[src/rtl/perf_mon_pkg.sv]
package perf_mon_pkg;
  localparam int DATA_W = 32;
  localparam int ADDR_W = 6;

  localparam logic [ADDR_W-1:0] A_CTRL     = 6'd0;
  localparam logic [ADDR_W-1:0] A_EN_SET   = 6'd1;
  localparam logic [ADDR_W-1:0] A_EN_CLR   = 6'd2;
  localparam logic [ADDR_W-1:0] A_OVF_SET  = 6'd3;
  localparam logic [ADDR_W-1:0] A_OVF_CLR  = 6'd4;
  localparam logic [ADDR_W-1:0] A_IRQ_SET  = 6'd5;
  localparam logic [ADDR_W-1:0] A_IRQ_CLR  = 6'd6;
  localparam logic [ADDR_W-1:0] A_CYC_LO   = 6'd8;
  localparam logic [ADDR_W-1:0] A_CYC_HI   = 6'd9;
  localparam logic [ADDR_W-1:0] A_CYC_CFG  = 6'd10;
  localparam logic [ADDR_W-1:0] A_CNT_BASE = 6'd16;
  localparam logic [ADDR_W-1:0] A_TYP_BASE = 6'd24;

  // control register bit positions
  localparam int CTRL_EN_BIT     = 0;
  localparam int CTRL_CYC_RST    = 1;
  localparam int CTRL_EVT_RST    = 2;
  // gating register field offsets
  localparam int CFG_START_LSB   = 0;
  localparam int CFG_STOP_LSB    = 16;
endpackage

[src/rtl/pmu_evt_sel.sv]
module pmu_evt_sel #(
  parameter int NUM_EVENTS = 8,
  parameter int ID_W       = 10
) (
  input  logic [NUM_EVENTS-1:0] evt_i,
  input  logic [ID_W-1:0]       id_i,
  output logic                  hit_o
);
  // id 0 and ids beyond NUM_EVENTS select nothing
  always_comb begin
    hit_o = 1'b0;
    for (int k = 0; k < NUM_EVENTS; k++) begin
      if (id_i == ID_W'(k + 1)) hit_o = hit_o | evt_i[k];
    end
  end
endmodule

[src/rtl/pmu_counter.sv]
module pmu_counter #(
  parameter int W = 32
) (
  input  logic         clk_i,
  input  logic         rst_ni,
  input  logic         ld_i,
  input  logic [W-1:0] ld_val_i,
  input  logic         clr_i,
  input  logic         inc_i,
  output logic [W-1:0] cnt_o,
  output logic         wrap_o
);
  logic [W-1:0] cnt_q;

  always_ff @(posedge clk_i or negedge rst_ni) begin
    if (!rst_ni)    cnt_q <= '0;
    else if (ld_i)  cnt_q <= ld_val_i;
    else if (clr_i) cnt_q <= '0;
    else if (inc_i) cnt_q <= cnt_q + W'(1);
  end

  assign cnt_o  = cnt_q;
  assign wrap_o = inc_i & ~ld_i & ~clr_i & (&cnt_q);
endmodule

[src/rtl/pmu_cyc_gate.sv]
module pmu_cyc_gate (
  input  logic clk_i,
  input  logic rst_ni,
  input  logic start_used_i,
  input  logic start_hit_i,
  input  logic stop_hit_i,
  output logic gate_o
);
  logic run_q;

  always_ff @(posedge clk_i or negedge rst_ni) begin
    if (!rst_ni)          run_q <= 1'b0;
    else if (stop_hit_i)  run_q <= 1'b0;
    else if (start_hit_i) run_q <= 1'b1;
  end

  // no start event configured: always allowed to run
  assign gate_o = ~start_used_i | run_q;
endmodule

[src/rtl/perf_mon_unit.sv]
module perf_mon_unit
  import perf_mon_pkg::*;
#(
  parameter int NUM_EVT_CNT  = 4,
  parameter int NUM_EVENTS   = 8,
  parameter int CYC_W        = 48,
  parameter int EVT_ID_W     = 10,
  parameter int CYC_MASK_BIT = 31
) (
  input  logic                  clk_i,
  input  logic                  rst_ni,
  input  logic [NUM_EVENTS-1:0] evt_i,
  input  logic                  we_i,
  input  logic [ADDR_W-1:0]     addr_i,
  input  logic [DATA_W-1:0]     wdata_i,
  output logic [DATA_W-1:0]     rdata_o,
  output logic                  irq_o
);
  localparam int CYC_HI_W = CYC_W - DATA_W;
  localparam logic [DATA_W-1:0] EVT_MASK  = DATA_W'((64'd1 << NUM_EVT_CNT) - 64'd1);
  localparam logic [DATA_W-1:0] CYC_MASK  = DATA_W'(64'd1 << CYC_MASK_BIT);
  localparam logic [DATA_W-1:0] VLD_MASK  = EVT_MASK | CYC_MASK;

  logic                glob_en_q;
  logic [DATA_W-1:0]   en_q, ovf_q, irq_en_q;
  logic [EVT_ID_W-1:0] start_q, stop_q;
  logic [EVT_ID_W-1:0] typ_q [NUM_EVT_CNT];

  logic wr_ctrl, wr_en_set, wr_en_clr, wr_ovf_set, wr_ovf_clr;
  logic wr_irq_set, wr_irq_clr, wr_cyc_lo, wr_cyc_hi, wr_cfg;
  logic cyc_rst, evt_rst;

  assign wr_ctrl    = we_i && (addr_i == A_CTRL);
  assign wr_en_set  = we_i && (addr_i == A_EN_SET);
  assign wr_en_clr  = we_i && (addr_i == A_EN_CLR);
  assign wr_ovf_set = we_i && (addr_i == A_OVF_SET);
  assign wr_ovf_clr = we_i && (addr_i == A_OVF_CLR);
  assign wr_irq_set = we_i && (addr_i == A_IRQ_SET);
  assign wr_irq_clr = we_i && (addr_i == A_IRQ_CLR);
  assign wr_cyc_lo  = we_i && (addr_i == A_CYC_LO);
  assign wr_cyc_hi  = we_i && (addr_i == A_CYC_HI);
  assign wr_cfg     = we_i && (addr_i == A_CYC_CFG);
  assign cyc_rst    = wr_ctrl & wdata_i[CTRL_CYC_RST];
  assign evt_rst    = wr_ctrl & wdata_i[CTRL_EVT_RST];

  // ---------------- cycle counter ----------------
  logic [CYC_W-1:0] cyc_cnt, cyc_ld_val;
  logic             cyc_wrap, cyc_gate, start_hit, stop_hit, cyc_inc;

  pmu_evt_sel #(.NUM_EVENTS(NUM_EVENTS), .ID_W(EVT_ID_W)) u_start_sel (
    .evt_i(evt_i), .id_i(start_q), .hit_o(start_hit)
  );
  pmu_evt_sel #(.NUM_EVENTS(NUM_EVENTS), .ID_W(EVT_ID_W)) u_stop_sel (
    .evt_i(evt_i), .id_i(stop_q), .hit_o(stop_hit)
  );
  pmu_cyc_gate u_gate (
    .clk_i       (clk_i),
    .rst_ni      (rst_ni),
    .start_used_i(start_q != '0),
    .start_hit_i (start_hit),
    .stop_hit_i  (stop_hit),
    .gate_o      (cyc_gate)
  );

  assign cyc_inc    = glob_en_q & en_q[CYC_MASK_BIT] & cyc_gate;
  assign cyc_ld_val = wr_cyc_lo ? {cyc_cnt[CYC_W-1:DATA_W], wdata_i}
                                : {wdata_i[CYC_HI_W-1:0], cyc_cnt[DATA_W-1:0]};

  pmu_counter #(.W(CYC_W)) u_cyc_cnt (
    .clk_i   (clk_i),
    .rst_ni  (rst_ni),
    .ld_i    (wr_cyc_lo | wr_cyc_hi),
    .ld_val_i(cyc_ld_val),
    .clr_i   (cyc_rst),
    .inc_i   (cyc_inc),
    .cnt_o   (cyc_cnt),
    .wrap_o  (cyc_wrap)
  );

  // ---------------- event counters ----------------
  logic [DATA_W-1:0]             evt_cnt [NUM_EVT_CNT];
  logic [NUM_EVT_CNT-1:0]        evt_wrap;
  logic [NUM_EVT_CNT*DATA_W-1:0] evt_cnt_flat;

  for (genvar i = 0; i < NUM_EVT_CNT; i++) begin : g_evt
    logic hit, wr_cnt, wr_typ;
    assign wr_cnt = we_i && (addr_i == A_CNT_BASE + ADDR_W'(i));
    assign wr_typ = we_i && (addr_i == A_TYP_BASE + ADDR_W'(i));

    pmu_evt_sel #(.NUM_EVENTS(NUM_EVENTS), .ID_W(EVT_ID_W)) u_sel (
      .evt_i(evt_i), .id_i(typ_q[i]), .hit_o(hit)
    );

    pmu_counter #(.W(DATA_W)) u_cnt (
      .clk_i   (clk_i),
      .rst_ni  (rst_ni),
      .ld_i    (wr_cnt),
      .ld_val_i(wdata_i),
      .clr_i   (evt_rst),
      .inc_i   (glob_en_q & en_q[i] & hit),
      .cnt_o   (evt_cnt[i]),
      .wrap_o  (evt_wrap[i])
    );

    always_ff @(posedge clk_i or negedge rst_ni) begin
      if (!rst_ni)     typ_q[i] <= '0;
      else if (wr_typ) typ_q[i] <= wdata_i[EVT_ID_W-1:0];
    end

    assign evt_cnt_flat[i*DATA_W +: DATA_W] = evt_cnt[i];
  end

  // ---------------- control and masks ----------------
  logic [DATA_W-1:0] wrap_vec;

  always_comb begin
    wrap_vec = '0;
    wrap_vec[CYC_MASK_BIT] = cyc_wrap;
    for (int i = 0; i < NUM_EVT_CNT; i++) wrap_vec[i] = evt_wrap[i];
  end

  always_ff @(posedge clk_i or negedge rst_ni) begin
    if (!rst_ni) begin
      glob_en_q <= 1'b0;
      en_q      <= '0;
      irq_en_q  <= '0;
      ovf_q     <= '0;
      start_q   <= '0;
      stop_q    <= '0;
    end else begin
      if (wr_ctrl)    glob_en_q <= wdata_i[CTRL_EN_BIT];
      if (wr_en_set)  en_q      <= en_q | (wdata_i & VLD_MASK);
      if (wr_en_clr)  en_q      <= en_q & ~wdata_i;
      if (wr_irq_set) irq_en_q  <= irq_en_q | (wdata_i & VLD_MASK);
      if (wr_irq_clr) irq_en_q  <= irq_en_q & ~wdata_i;
      // hardware wrap wins over software acknowledge
      ovf_q <= ((ovf_q & ~(wr_ovf_clr ? wdata_i : '0))
               | (wr_ovf_set ? wdata_i : '0) | wrap_vec) & VLD_MASK;
      if (wr_cfg) begin
        start_q <= wdata_i[CFG_START_LSB +: EVT_ID_W];
        stop_q  <= wdata_i[CFG_STOP_LSB +: EVT_ID_W];
      end
    end
  end

  assign irq_o = |(ovf_q & irq_en_q);

  // ---------------- read mux ----------------
  always_comb begin
    rdata_o = '0;
    case (addr_i)
      A_CTRL:                 rdata_o[CTRL_EN_BIT] = glob_en_q;
      A_EN_SET,  A_EN_CLR:    rdata_o = en_q;
      A_OVF_SET, A_OVF_CLR:   rdata_o = ovf_q;
      A_IRQ_SET, A_IRQ_CLR:   rdata_o = irq_en_q;
      A_CYC_LO:               rdata_o = cyc_cnt[DATA_W-1:0];
      A_CYC_HI:               rdata_o[CYC_HI_W-1:0] = cyc_cnt[CYC_W-1:DATA_W];
      A_CYC_CFG: begin
        rdata_o[CFG_START_LSB +: EVT_ID_W] = start_q;
        rdata_o[CFG_STOP_LSB +: EVT_ID_W]  = stop_q;
      end
      default: ;
    endcase
    for (int i = 0; i < NUM_EVT_CNT; i++) begin
      if (addr_i == A_CNT_BASE + ADDR_W'(i)) rdata_o = evt_cnt[i];
      if (addr_i == A_TYP_BASE + ADDR_W'(i)) rdata_o = DATA_W'(typ_q[i]);
    end
  end
endmodule

[config.mk]
export PLATFORM = sky130hd
export DESIGN_NAME = perf_mon_unit
export DESIGN_NICKNAME = d
export VERILOG_FILES = /design/src/rtl/perf_mon_pkg.sv /design/src/rtl/pmu_evt_sel.sv /design/src/rtl/pmu_counter.sv /design/src/rtl/pmu_cyc_gate.sv /design/src/rtl/perf_mon_unit.sv
export SDC_FILE = /design/constraint.sdc
export NUM_CORES = 1
export LEC_CHECK = 0
export BUFFER_PORTS_ARGS = -buffer_cell sky130_fd_sc_hd__buf_4
export CAP_MARGIN = 30
export CORE_ASPECT_RATIO = 0.5
export CORE_MARGIN = 3
export CORE_UTILIZATION = 45
export CTS_CLUSTER_SIZE = 8
export DETAILED_ROUTE_END_ITERATION = 12
export PLACE_DENSITY = 0.73
export SLEW_MARGIN = 20
export SYNTH_ARGS = -nofsm -noshare
export SYNTH_HDL_FRONTEND = slang
export SYNTH_SLANG_ARGS = --single-unit
[constraint.sdc]
create_clock -name clk_i -period 3.6 [get_ports clk_i]
set_clock_uncertainty 0.15 [all_clocks]
set_input_delay 0.72 -clock clk_i [delete_from_list [all_inputs] [get_ports clk_i]]
set_output_delay 0.72 -clock clk_i [all_outputs]
set_load 0.03 [all_outputs]
==> impl_metrics.toml <==
[outcome]
status = "finished, violations left"
violations = "setup timing"

[routing]
drt_wl_total_mm = 82.15
drtIter0Drc = 3856
routedWlPerCell_um = 27.71
dr_total_vias = 20652
ant_nets = 0
firstDrtPassIters = 9
drc = 0
vias_per_cell = 6.965

[yosys]
synth_seq_cells = 307
syn_area_per_cell_um2 = 8.557
yosysWarnings = 0
syn_nets = 2316
ys_types = 98
yosysSeqAreaShare_pct = 39.69
ys.flop_type = "dfrtp_1"
synthCells = 2262
netlist_area_um2 = 19360
async_flop_share_pct = 100.0
synth_edf_count = 0

[floorplanning]
die-area_um2 = 45690
initial_utilization_pct = 45.82
dieWidth_um = 299.3
num_rows = 53
core_um2 = 42240
num_io_pins = 82
die_h_um = 152.7

[setup_path]
crit_fanout = 12
startpoint_type = "input pin"
cp-end-kind = "output pin"
worstSetupPathType = "in2out"
r2r_setup_slack_ps = 510
cp.required_ps = 2730
arrival_ps = 2750

[final_layout]
fin_area_um2 = 22940
syn_to_final_growth_pct = 18.54
nets = 2438
fillers = 3855
drive_gt1_share_pct = 20.24
finalCoreUtilization_pct = 54.32

[global_routing]
antenna_found_initial = 3
grt_pass1_vias = 19139
grt_max_degree = 71
grt-ovfl-total = 0
grt_pass1_wl_mm = 121.5
grt_util_all_layers_pct = 34.78

[clock_tree]
cts.sinks = 307
clock_latency_ps = 570
cts_made_buffers = 44
cts_tree = "yes"
clk_pin_slew_worst_paths_ps = 60
h-tree-depth = 2
ctsHoldBuffers = 0
root_buffer = "clkbuf_16"
clockBufferDepth = 3

[timing]
hold_viol_final = 0
whs_ps = 7.402
fmax_mhz = 276.4
rsz0062_at_grt = "yes"
finalCritPeriodShare_pct = 100.5
drv_slew = 0
maxSlewHeadroom_pct = 40.73
min_period_ps = 3618
layout_setup_ws_ps = -17.74
tightest_slew_ps = 886.0
setup_viol = 2

[power]
static-leakage-power_nw = 9.496
peakVddDrop_mv = 0.3565
p_per_area_nw_per_um2 = 415.2

[flow_run]
cap_viol_max_count = 0

[placement]
dpl_cell_area_um2 = 21430
gp_congestion = 1.058
place_ws_ps = -81.24
port_buffers = 81
hpwl_mm = 58.90

[min_path]
hold_class = "in2async"
[power by group]
| group | leakage (nW) | internal, mW | switching, mW | total (mW) |
|---|---|---|---|---|
| Clock | 0.564 | 2.16 | 1.61 | 3.77 |
| Combinational | 4.84 | 0.567 | 0.845 | 1.41 |
| Sequential | 4.09 | 3.78 | 0.572 | 4.35 |
| Total | 9.50 | 6.50 | 3.02 | 9.53 |
[area by class of cell]
class	count	area, µm²	share of cell area, %
multi-input combinational	1755	11130	48.52
sequential	307	7682	33.48
antenna	2	5.005	0.02181
inverter	27	101.3	0.4417
clock buffer	44	1101	4.799
tap	577	721.9	3.146
timing repair buffer	249	2147	9.358
clock inverter	4	52.55	0.2290
[synth_stat cells, drive strengths merged (31+ instances only)]
| master | count | area, µm² |
|---|---|---|
| nand2 | 305 | 1160 |
| a221oi | 31 | 277.8 |
| nand3 | 129 | 655.6 |
| mux2 | 76 | 855.8 |
| dfrtp | 307 | 7682 |
| nand4 | 55 | 344.1 |
| a21boi | 57 | 427.9 |
| buf | 73 | 420.4 |
| clkbuf | 100 | 379.1 |
| and3 | 33 | 206.5 |
| nor2 | 132 | 508.0 |
| o21ai | 178 | 898.4 |
| a31oi | 34 | 212.7 |
| a21oi | 228 | 1145 |
| nor3 | 51 | 321.6 |
| a22oi | 36 | 270.3 |
[cell usage in the layout (no fill, tap or decap), drive strengths merged, types with 34 or more instances in the layout]
master	n
mux2	76
a21oi	228
a31oi	34
buf	249
a21boi	57
clkbuf	44
dfrtp	307
a22oi	36
o21ai	178
nor2	132
nand3	129
nand2	305
nand4	55
nor3	51
[routing by layer]
metal	GRT usage, %	wire [µm]	up-vias
li1	-	-	8771
met2	47.22	32240	1609
met3	13.35	13690	259
met5	0	0	-
met1	50.19	32790	10013
met4	11.74	3421	0
[metrics by stage]
step                TNS (ps)  std cells  total power [mW]
floorplan                  0       2262             4.957
global placement      -509.4       2905             5.670
CTS                   -29.70       2957             9.420
global route          -151.2       2964             9.787
detailed placement    -410.3       2905             5.705
finish                -34.53       2965             9.527
[critical path, stage by stage]
cell and delay, ps:
buf_6 120, buf_12 150, nor2b_1 80, buf_4 180, o2bb2ai_1 140, buf_4 160
a222oi_1 470, a21oi_1 180, o221ai_1 230, a21oi_1 110, buf_4 190
[registers in the layout (all words and copies together) (netlist names), named ones only]
register and flops:
stop_q 10, glob_en_q 1, g_evt.u_cnt.cnt_o 128, ovf_q 5
en_q 27, typ_q 40, u_cyc_cnt.cnt_o 48, u_gate.run_q 1
start_q 10, irq_en_q 27
[kinds of logic (layout without fill, tap and decap cells)]
logic type / after synthesis / in the layout / share of synthesized area, %
other: 0 / 2 / 0
and+or+nand+nor: 860 / 860 / 22.49
muxes: 93 / 93 / 5.624
xor gates and xnor gates: 29 / 29 / 1.312
DFF: 307 / 307 / 39.69
AOI/OAI and AO/OA: 768 / 768 / 25.91
buffers and inverters: 200 / 324 / 4.654
adders and majority gates: 5 / 5 / 0.3232
[path summary, 6_finish.rpt]
kind                              from                                   end  depth (start not counted)
setup / recovery             addr_i[1]                            rdata_o[5]                         11
hold / removal                  rst_ni  g_evt[1].u_cnt.cnt_o[17]$_DFFE_PN0P_                          1
setup reg to reg                  flop  g_evt[3].u_cnt.cnt_o[17]$_DFFE_PN0P_                          7
hold reg to reg                   flop                                  flop                          2
max in group asynchronous       rst_ni                  typ_q[7]$_DFFE_PN0P_                          2
min in group clk_i         wdata_i[20]              irq_en_q[20]$_DFFE_PN0P_                          2
[timing repair]
| action | 4_1_cts | 5_1_grt |
|---|---|---|
| cloned | 1 | 0 |
| resized for setup | 10 | 47 |
| setup buffers | 3 | 8 |
| setup endpoints to repair | 14 | 27 |
| pin swaps | 14 | 21 |
No activity file was read; power rests on OpenSTA's default activity.
